==> src/rtl/vpw_tx_pkg.sv <==
package vpw_tx_pkg;
  typedef enum logic [2:0] {
    SYM_SOF = 3'd0,
    SYM_BIT = 3'd1,
    SYM_EOD = 3'd2,
    SYM_NBS = 3'd3,
    SYM_NBL = 3'd4,
    SYM_EOF = 3'd5,
    SYM_BRK = 3'd6
  } vpw_sym_e;

  typedef enum logic [1:0] {
    ST_IDLE = 2'd0,
    ST_SYM  = 2'd1,
    ST_GAP  = 2'd2
  } vpw_st_e;
endpackage

==> src/rtl/vpw_sym_decode.sv <==
module vpw_sym_decode
  import vpw_tx_pkg::*;
#(
  parameter int CW        = 13,
  parameter int T_SHORT   = 1536,
  parameter int T_LONG    = 3072,
  parameter int T_FRAME   = 4800,
  parameter int T_EOF     = 6720
) (
  input  logic [2:0]    sym,
  input  logic          bit_val,
  input  logic          phase,
  output logic          level,
  output logic [CW-1:0] ticks,
  output logic          is_data,
  output logic          is_norm
);
  always_comb begin
    level   = 1'b0;
    ticks   = CW'(T_SHORT);
    is_data = 1'b0;
    is_norm = 1'b0;
    case (vpw_sym_e'(sym))
      SYM_SOF: begin level = 1'b1; ticks = CW'(T_FRAME); end
      SYM_BIT: begin
        is_data = 1'b1;
        level   = phase;
        // short when value matches level, long otherwise
        ticks   = (bit_val == phase) ? CW'(T_SHORT) : CW'(T_LONG);
      end
      SYM_EOD: begin level = 1'b0; ticks = CW'(T_FRAME); end
      SYM_NBS: begin level = 1'b1; ticks = CW'(T_SHORT); is_norm = 1'b1; end
      SYM_NBL: begin level = 1'b1; ticks = CW'(T_LONG);  is_norm = 1'b1; end
      SYM_EOF: begin level = 1'b0; ticks = CW'(T_EOF); end
      default: begin level = 1'b0; ticks = CW'(T_SHORT); end
    endcase
  end
endmodule

==> src/rtl/vpw_tick_timer.sv <==
module vpw_tick_timer #(
  parameter int CW = 13
) (
  input  logic          clk,
  input  logic          rst,
  input  logic          load,
  input  logic [CW-1:0] load_val,
  output logic          zero
);
  logic [CW-1:0] cnt_q;

  always_ff @(posedge clk) begin
    if (rst)              cnt_q <= '0;
    else if (load)        cnt_q <= load_val - CW'(1);
    else if (cnt_q != '0) cnt_q <= cnt_q - CW'(1);
  end

  assign zero = (cnt_q == '0);
endmodule

==> src/rtl/vpw_sym_tx.sv <==
module vpw_sym_tx
  import vpw_tx_pkg::*;
#(
  parameter int TICKS_PER_US = 24,
  parameter int US_SHORT     = 64,
  parameter int US_LONG      = 128,
  parameter int US_FRAME     = 200,
  parameter int US_EOF       = 280,
  parameter int US_BRK       = 300,
  parameter int US_IDLE      = 300
) (
  input  logic       clk,
  input  logic       rst,
  input  logic       req_valid,
  output logic       req_ready,
  input  logic [2:0] req_sym,
  input  logic       req_bit,
  output logic       bus_out,
  output logic       done,
  output logic       seq_err
);
  localparam int T_SHORT = US_SHORT * TICKS_PER_US;
  localparam int T_LONG  = US_LONG  * TICKS_PER_US;
  localparam int T_FRAME = US_FRAME * TICKS_PER_US;
  localparam int T_EOF   = US_EOF   * TICKS_PER_US;
  localparam int T_BRK   = US_BRK   * TICKS_PER_US;
  localparam int T_IDLE  = US_IDLE  * TICKS_PER_US;
  localparam int T_MAX   = (T_BRK > T_IDLE) ? T_BRK : T_IDLE;
  localparam int CW      = $clog2(T_MAX + 1);

  vpw_st_e       st_q;
  logic          phase_q, after_eod_q, is_brk_q;
  logic          dec_level, dec_data, dec_norm;
  logic [CW-1:0] dec_ticks;
  logic          tmr_zero, tmr_load;
  logic [CW-1:0] tmr_val;
  logic          brk_go, fire, sym_go, bad_norm, gap_go;

  vpw_sym_decode #(
    .CW(CW), .T_SHORT(T_SHORT), .T_LONG(T_LONG),
    .T_FRAME(T_FRAME), .T_EOF(T_EOF)
  ) u_dec (
    .sym(req_sym), .bit_val(req_bit), .phase(phase_q),
    .level(dec_level), .ticks(dec_ticks),
    .is_data(dec_data), .is_norm(dec_norm)
  );

  vpw_tick_timer #(.CW(CW)) u_tmr (
    .clk(clk), .rst(rst), .load(tmr_load), .load_val(tmr_val), .zero(tmr_zero)
  );

  // ready: idle, or last cycle of a non-break symbol (seamless chaining)
  assign req_ready = (st_q == ST_IDLE) || (st_q == ST_SYM && tmr_zero && !is_brk_q);

  always_comb begin
    brk_go   = req_valid && (vpw_sym_e'(req_sym) == SYM_BRK);
    fire     = req_valid && req_ready && !brk_go;
    bad_norm = fire && dec_norm && !after_eod_q;
    sym_go   = fire && !bad_norm;
    gap_go   = !brk_go && st_q == ST_SYM && tmr_zero && is_brk_q;
    tmr_load = brk_go || sym_go || gap_go;
    if (brk_go)      tmr_val = CW'(T_BRK);
    else if (gap_go) tmr_val = CW'(T_IDLE);
    else             tmr_val = dec_ticks;
  end

  always_ff @(posedge clk) begin
    if (rst) begin
      st_q        <= ST_IDLE;
      bus_out     <= 1'b0;
      done        <= 1'b0;
      seq_err     <= 1'b0;
      phase_q     <= 1'b0;
      after_eod_q <= 1'b0;
      is_brk_q    <= 1'b0;
    end else begin
      done    <= 1'b0;
      seq_err <= 1'b0;
      if (brk_go) begin
        st_q        <= ST_SYM;
        is_brk_q    <= 1'b1;
        bus_out     <= 1'b1;
        phase_q     <= 1'b0;
        after_eod_q <= 1'b0;
      end else begin
        case (st_q)
          ST_SYM: if (tmr_zero) begin
            done    <= 1'b1;
            bus_out <= 1'b0;
            if (is_brk_q) begin
              st_q     <= ST_GAP;
              is_brk_q <= 1'b0;
            end else begin
              st_q <= ST_IDLE;
            end
          end
          ST_GAP: if (tmr_zero) st_q <= ST_IDLE;
          default: ;
        endcase
        if (fire) begin
          after_eod_q <= (vpw_sym_e'(req_sym) == SYM_EOD) && !bad_norm;
          if (bad_norm) begin
            seq_err <= 1'b1;
          end else begin
            st_q    <= ST_SYM;
            bus_out <= dec_level;
            if (dec_data) phase_q <= ~phase_q;
            else if (dec_norm || vpw_sym_e'(req_sym) == SYM_SOF) phase_q <= 1'b0;
          end
        end
      end
    end
  end
endmodule

==> config.mk <==
export PLATFORM = sky130hd
export DESIGN_NAME = vpw_sym_tx
export DESIGN_NICKNAME = d
export VERILOG_FILES = /design/src/rtl/vpw_tx_pkg.sv /design/src/rtl/vpw_sym_decode.sv /design/src/rtl/vpw_tick_timer.sv /design/src/rtl/vpw_sym_tx.sv
export SDC_FILE = /design/constraint.sdc
export NUM_CORES = 1
export LEC_CHECK = 0
export BUFFER_PORTS_ARGS = -buffer_cell sky130_fd_sc_hd__buf_4
export CAP_MARGIN = 15
export CORE_MARGIN = 4
export CORE_UTILIZATION = 53
export DETAILED_ROUTE_END_ITERATION = 8
export GPL_TIMING_DRIVEN = 0
export PLACE_DENSITY_LB_ADDON = 0.1
export SYNTH_ARGS = -nofsm -noshare
export SYNTH_HDL_FRONTEND = slang
export SYNTH_SLANG_ARGS = --single-unit
==> constraint.sdc <==
create_clock -name clk -period 2.71 [get_ports clk]
set_clock_uncertainty 0.1 [all_clocks]
set_input_delay 0.4065 -clock clk [delete_from_list [all_inputs] [get_ports clk]]
set_output_delay 0.4065 -clock clk [all_outputs]
set_load 0.02 [all_outputs]
==> results.cfg, run 1 <==
[run_status]
status = finished, final reports clean

[critical_path]
cp_top_family = simple AND/OR/NAND/NOR gates
worst_path_max_delay_cell = or3_4
end_kind = flop
crit_type = flop to flop
arrival_ns = 2.79
required_ns = 2.86
crit_chain = inv_2 -> ha_4 -> nor4b_4 -> nand4_4 -> a21oi_4 -> buf_6 -> nor2_2 -> nand2_2 -> ha_4 -> o2111a_2 -> nand3b_4 -> or3_4 -> a21oi_2
path_max_fanout = 9
cp_common_cell = ha_4
critical-path-max-stage-delay_ns = 0.40
start_kind = flop
critical_path_buf_inv_count = 2

[placement]
dp_slack_ns = -0.422
routabilityCongestion = 0.834
port_buffers = 9
place_inst = 203
dpl.hpwl_mm = 2.47

[finish]
seqCellArea_um2 = 425
layout.nets = 200
n_antenna_cell = 0
final_cell_mix = buf_4, nor2_1, dfxtp_1
n_fill_cell = 201
multiInputGateArea_mm2 = 0.00102
drive_gt1_share_pct = 31.9
final_common_cell = buf_4
syn_to_final_growth_pct = 22.8
stdcell_count = 218

[detailed_routing]
drt_iter0_drc = 58
drc = 0
first_pass_iters = 4
via_per_inst = 5.99
drt_wl_total_mm = 3.42
vias = 1305
routedWlPerCell_um = 15.7
antenna_left = 0

[clock_tree]
numClockSinks = 21
ctsHoldBuffers = 0
htree_levels = 1
cts_root_buf = clkbuf_4
cts_tree = yes
cts_buffers = 3
worstSkewPairLatency_ns = 0.31
clock_path_buffers = 2
clk_pin_slew_ns = 0.11

[synth]
synthFlopType = dfxtp_1
ys_seq_area_share_pct = 30.1
synth_cell_types = 51
syn_area_mm2 = 0.00140
yosys_warnings = 0
synth_seq_cells = 21
synth_cells = 164
async_flop_share_pct = 0
yosys.area.top_type = dfxtp_1
synth_nets = 175
synth_top_cells_by_area = dfxtp_1, nor2_1, nand2_1
syn_area_per_cell_um2 = 8.51
synth_top_area_share_pct = 30.1
synth_edf_count = 0

[timing]
hold_violations = 0
tns_ns = 0
fin_crit_sh_pct = 97.6
maxSlewViolCount = 0
min_period_ns = 2.64
hold_ws_ns = 0.368
setup-violations-final = 0
finalWorstSetupSlack_ns = 0.0663
tightestPinTransition_ns = 0.544
relSlewSlack_pct = 63.5
clock.fmax_ghz = 0.378

[pwr]
leakagePower_nw = 0.647
power_switching_w = 0.000510
p_per_area_mw_per_mm2 = 724
sequentialPowerShare_pct = 38.1
combPwrFrac_pct = 49.7
p_clk_share_pct = 12.2
switching_share_pct = 41.1
ir_drop_mv = 0.558
power_w = 0.00124
p_int_w = 0.000731

[global_route]
grt_max_degree = 12
grt_pass1_wl_mm = 5.68
grt_pass1_vias = 1258
grt-ovfl-total = 0
antenna_found_initial = 0
gr-usage-all-layers_pct = 20.9

[die]
die_h_um = 59.3
dieArea_mm2 = 0.00352
start_util_pct = 55.9
rows = 18
die_w_um = 59.3
ioPinCount = 11
coreArea_mm2 = 0.00250

[min_path]
min_path_type = input pin to flop

[job]
maxCapViolCount = 0
[synth_stat cells, types with 3 or more instances]
| master | number |
|---|---|
| inv_1 | 4 |
| dfxtp_1 | 21 |
| nand3_1 | 4 |
| a21oi_1 | 8 |
| or2_2 | 3 |
| ha_1 | 4 |
| o21a_1 | 3 |
| o21ai_0 | 11 |
| buf_2 | 3 |
| nor3_1 | 9 |
| a211oi_1 | 3 |
| xor2_1 | 4 |
| nor2_1 | 18 |
| nand2_1 | 17 |
| nor2b_1 | 3 |
| a31oi_1 | 3 |
[stage by stage]
stage | instance area [um2] | utilization, %
floorplan | 1420 | -
global placement | 1530 | 61.0
detailed placement | 1530 | 61.0
CTS | 1650 | 65.9
global route | 1710 | 68.6
finish | 1710 | 68.6
[metal layers]
layer,global-route usage [%],wire length [um]
met1,26.8,1540
met2,35.4,1740
met3,3.27,99
met4,7.12,32
met5,0,0
[tightest hold or removal path, cell delays in order]
cell     delay [ns]
buf_4          0.09
nor2b_1        0.06
mux2i_1        0.12
nor4_1         0.05
[final cells by class]
cell class                      count  area share, %
Multi-Input combinational cell    132           59.6
Sequential cell                    21           24.8
Timing Repair Buffer               20           8.76
Buffer                              7           2.19
Tap cell                           30           2.19
Clock buffer                        4           1.53
Inverter                            4          0.876
[cell families (layout without fill, tap and decap cells)]
group,after synthesis,count (layout),synth area share (%)
AOI/OAI and AO/OA,45,45,26.1
xor gates and xnor gates,6,6,3.76
adders and majority gates,4,4,3.58
buffers and inverters,11,35,3.49
DFF,21,21,30.1
muxes,1,1,0.717
and+or+nand+nor,76,76,32.3
[registers in the layout (all words and copies together) (netlist names)]
signal	flops
u_tmr.cnt_q	13
st_q	2
after_eod_q	1
bus_out	1
done	1
is_brk_q	1
phase_q	1
seq_err	1
[power by group through the flow]
stage          Clock [W]  Combinational (W)  Sequential, W
6_report        0.000152           0.000617       0.000473
5_1_grt         0.000171           0.000673       0.000483
4_1_cts         0.000156           0.000564       0.000468
3_5_place_dp           0           0.000502       0.000473
3_3_place_gp           0           0.000482       0.000469
2_1_floorplan          0           0.000410       0.000456
[worst paths after layout]
| path | start | to | slack (ns) | cells past startpoint |
|---|---|---|---|---|
| worst max-delay path | st_q[1] | u_tmr.cnt_q[12] | 0.07 | 13 |
| worst min register to register | bus_out | bus_out | 0.40 | 2 |
| worst min-delay path | req_sym[0] | seq_err | 0.37 | 4 |
| worst max register to register | st_q[1] | u_tmr.cnt_q[12] | 0.07 | 13 |
[what timing repair did]
item,CTS,global route
resized for setup,8,10
endpoints found under the setup margin,4,4
buffers inserted,6,5
pin swaps,5,6
gates cloned,0,0
(Power assumes the default switching activity.)
==> run 2: changes to the inputs <==
- CORE_UTILIZATION: 53 -> 55
- clock period: 2.71 -> 3.1 ns (I/O delays scaled with it)
==> run 2 against run 1 <==
Register-to-register slack improved by 0.16 ns. Maximum frequency fell by 8.0%. Via count fell by 2.7%. Highest routed layer unchanged. Global-route usage fell by 1.1 points. Non-clock buffer count fell by 10. Critical path depth did not move. Sequential power fell by 13%. Critical path type unchanged. Largest cell class unchanged. Worst hold slack improved by 0.036 ns.
==> results.cfg, run 2 (synthesis results as in run 1) <==
[die]
ioPinCount = 11
coreArea_mm2 = 0.00232
dieArea_mm2 = 0.00341
die_h_um = 58.4
die_w_um = 58.4
rows = 17
start_util_pct = 60.2

[timing]
rsz0062_at_grt = no
relSlewSlack_pct = 66.6
min_period_ns = 2.87
hold_violations = 0
hold_ws_ns = 0.404
fin_crit_sh_pct = 92.7
clock.fmax_ghz = 0.348
maxSlewViolCount = 0
tightestPinTransition_ns = 0.498
setup-violations-final = 0
tns_ns = 0

[run_status]
status = finished, final reports clean

[clock_tree]
htree_levels = 1
worstSkewPairLatency_ns = 0.31
cts_tree = yes
numClockSinks = 21
clk_pin_slew_ns = 0.12
cts_buffers = 3
clock_path_buffers = 2
cts_root_buf = clkbuf_4

[critical_path]
required_ns = 3.25
critical_path_buf_inv_count = 2
cp_top_family = simple AND/OR/NAND/NOR gates
cp_common_cell = ha_2
start_kind = flop
end_kind = flop
path_max_fanout = 10
arrival_ns = 3.02
crit_type = flop to flop
crit_chain = inv_1 -> ha_2 -> nor4b_4 -> nand4_2 -> a21oi_2 -> buf_6 -> nor2_2 -> nand2_1 -> ha_2 -> o2111a_2 -> nand3b_4 -> or3_1 -> a21oi_1
worst_path_max_delay_cell = or3_1
critical-path-max-stage-delay_ns = 0.39

[pwr]
power_w = 0.00100
ir_drop_mv = 0.494
p_per_area_mw_per_mm2 = 634
leakagePower_nw = 0.593

[placement]
dpl_cell_area_mm2 = 0.00150
dpl.hpwl_mm = 2.33
port_buffers = 9
routabilityCongestion = 0.872

[global_route]
antenna_found_initial = 0
gr-usage-all-layers_pct = 19.8
grt-ovfl-total = 0
grt_max_degree = 13
grt_pass1_wl_mm = 5.38
grt_pass1_vias = 1227

[finish]
final_common_cell = dfxtp_1
layout.nets = 190
syn_to_final_growth_pct = 13.4
n_antenna_cell = 0
multiInputGateArea_um2 = 972
top_regs = u_tmr.cnt_q: 13 flops, st_q: 2 flops
final_cell_mix = dfxtp_1, nor2_1, nand2_1
largest_register = u_tmr.cnt_q
final_area_mm2 = 0.00158
largest_register_ffs = 13
postLayoutCoreUtil_pct = 68.3
n_fill_cell = 201
seqCellArea_um2 = 420
drive_gt1_share_pct = 23.6

[detailed_routing]
vias = 1270
drt_iter0_drc = 38
drt_wl_total_mm = 3.03
drc = 0
antenna_left = 0
via_per_inst = 6.17
routedWlPerCell_um = 14.7
first_pass_iters = 4

[job]
maxCapViolCount = 0

[min_path]
min_path_type = flop to flop
[run 2: layout make-up]
cell class | instances | share of cell area (%)
Clock inverter | 1 | 0.316
Clock buffer | 3 | 1.42
Tap cell | 28 | 2.21
Inverter | 4 | 0.949
Timing Repair Buffer | 10 | 4.74
Sequential cell | 21 | 26.6
Multi-Input combinational cell | 132 | 61.4
Buffer | 7 | 2.37
[run 2: metrics by stage]
| stage | cells | worst slack (ns) |
|---|---|---|
| final | 206 | 0.227 |
| after global routing | 206 | 0.0566 |
| after floorplan | 164 | 0.236 |
| after detailed placement | 201 | -0.206 |
| after global placement | 201 | -0.112 |
| after CTS | 206 | 0.0148 |
[run 2: worst reg2reg max path: stages (launching register included)]
cell and delay (ns):
dfxtp_1 0.35, inv_1 0.08, ha_2 0.22, nor4b_4 0.23
nand4_2 0.16, a21oi_2 0.20, buf_6 0.18, nor2_2 0.10
nand2_1 0.10, ha_2 0.23, o2111a_2 0.25, nand3b_4 0.11
or3_1 0.39, a21oi_1 0.12
[run 2: timing repair]
action | 4_1_cts | 5_1_grt
buffers inserted | 1 | 0
resized for setup | 3 | 7
pin swaps | 0 | 1
endpoints found under the hold margin | 0 | 0
hold buffers | 0 | 0
endpoints found under the setup margin | 2 | 2
[run 2: power by group]
part	internal (W)	switching, W
Clock	0.0000482	0.0000857
Sequential	0.000328	0.0000828
Combinational	0.000208	0.000250
Total	0.000584	0.000418
[run 2: worst paths after layout]
path | from | to | slack (ns) | cells past startpoint
worst min register to register | bus_out | bus_out | 0.40 | 2
worst max register to register | st_q[1] | u_tmr.cnt_q[12] | 0.23 | 13
worst max-delay path | st_q[1] | u_tmr.cnt_q[12] | 0.23 | 13
worst min-delay path | bus_out | bus_out | 0.40 | 2
[run 2: per-layer routing]
metal	GRT usage, %	wire (um)	vias up
met5	0	0	-
met4	4.30	32	0
met3	2.85	99	4
met2	32.7	1420	21
met1	27.2	1480	609
li1	-	-	636
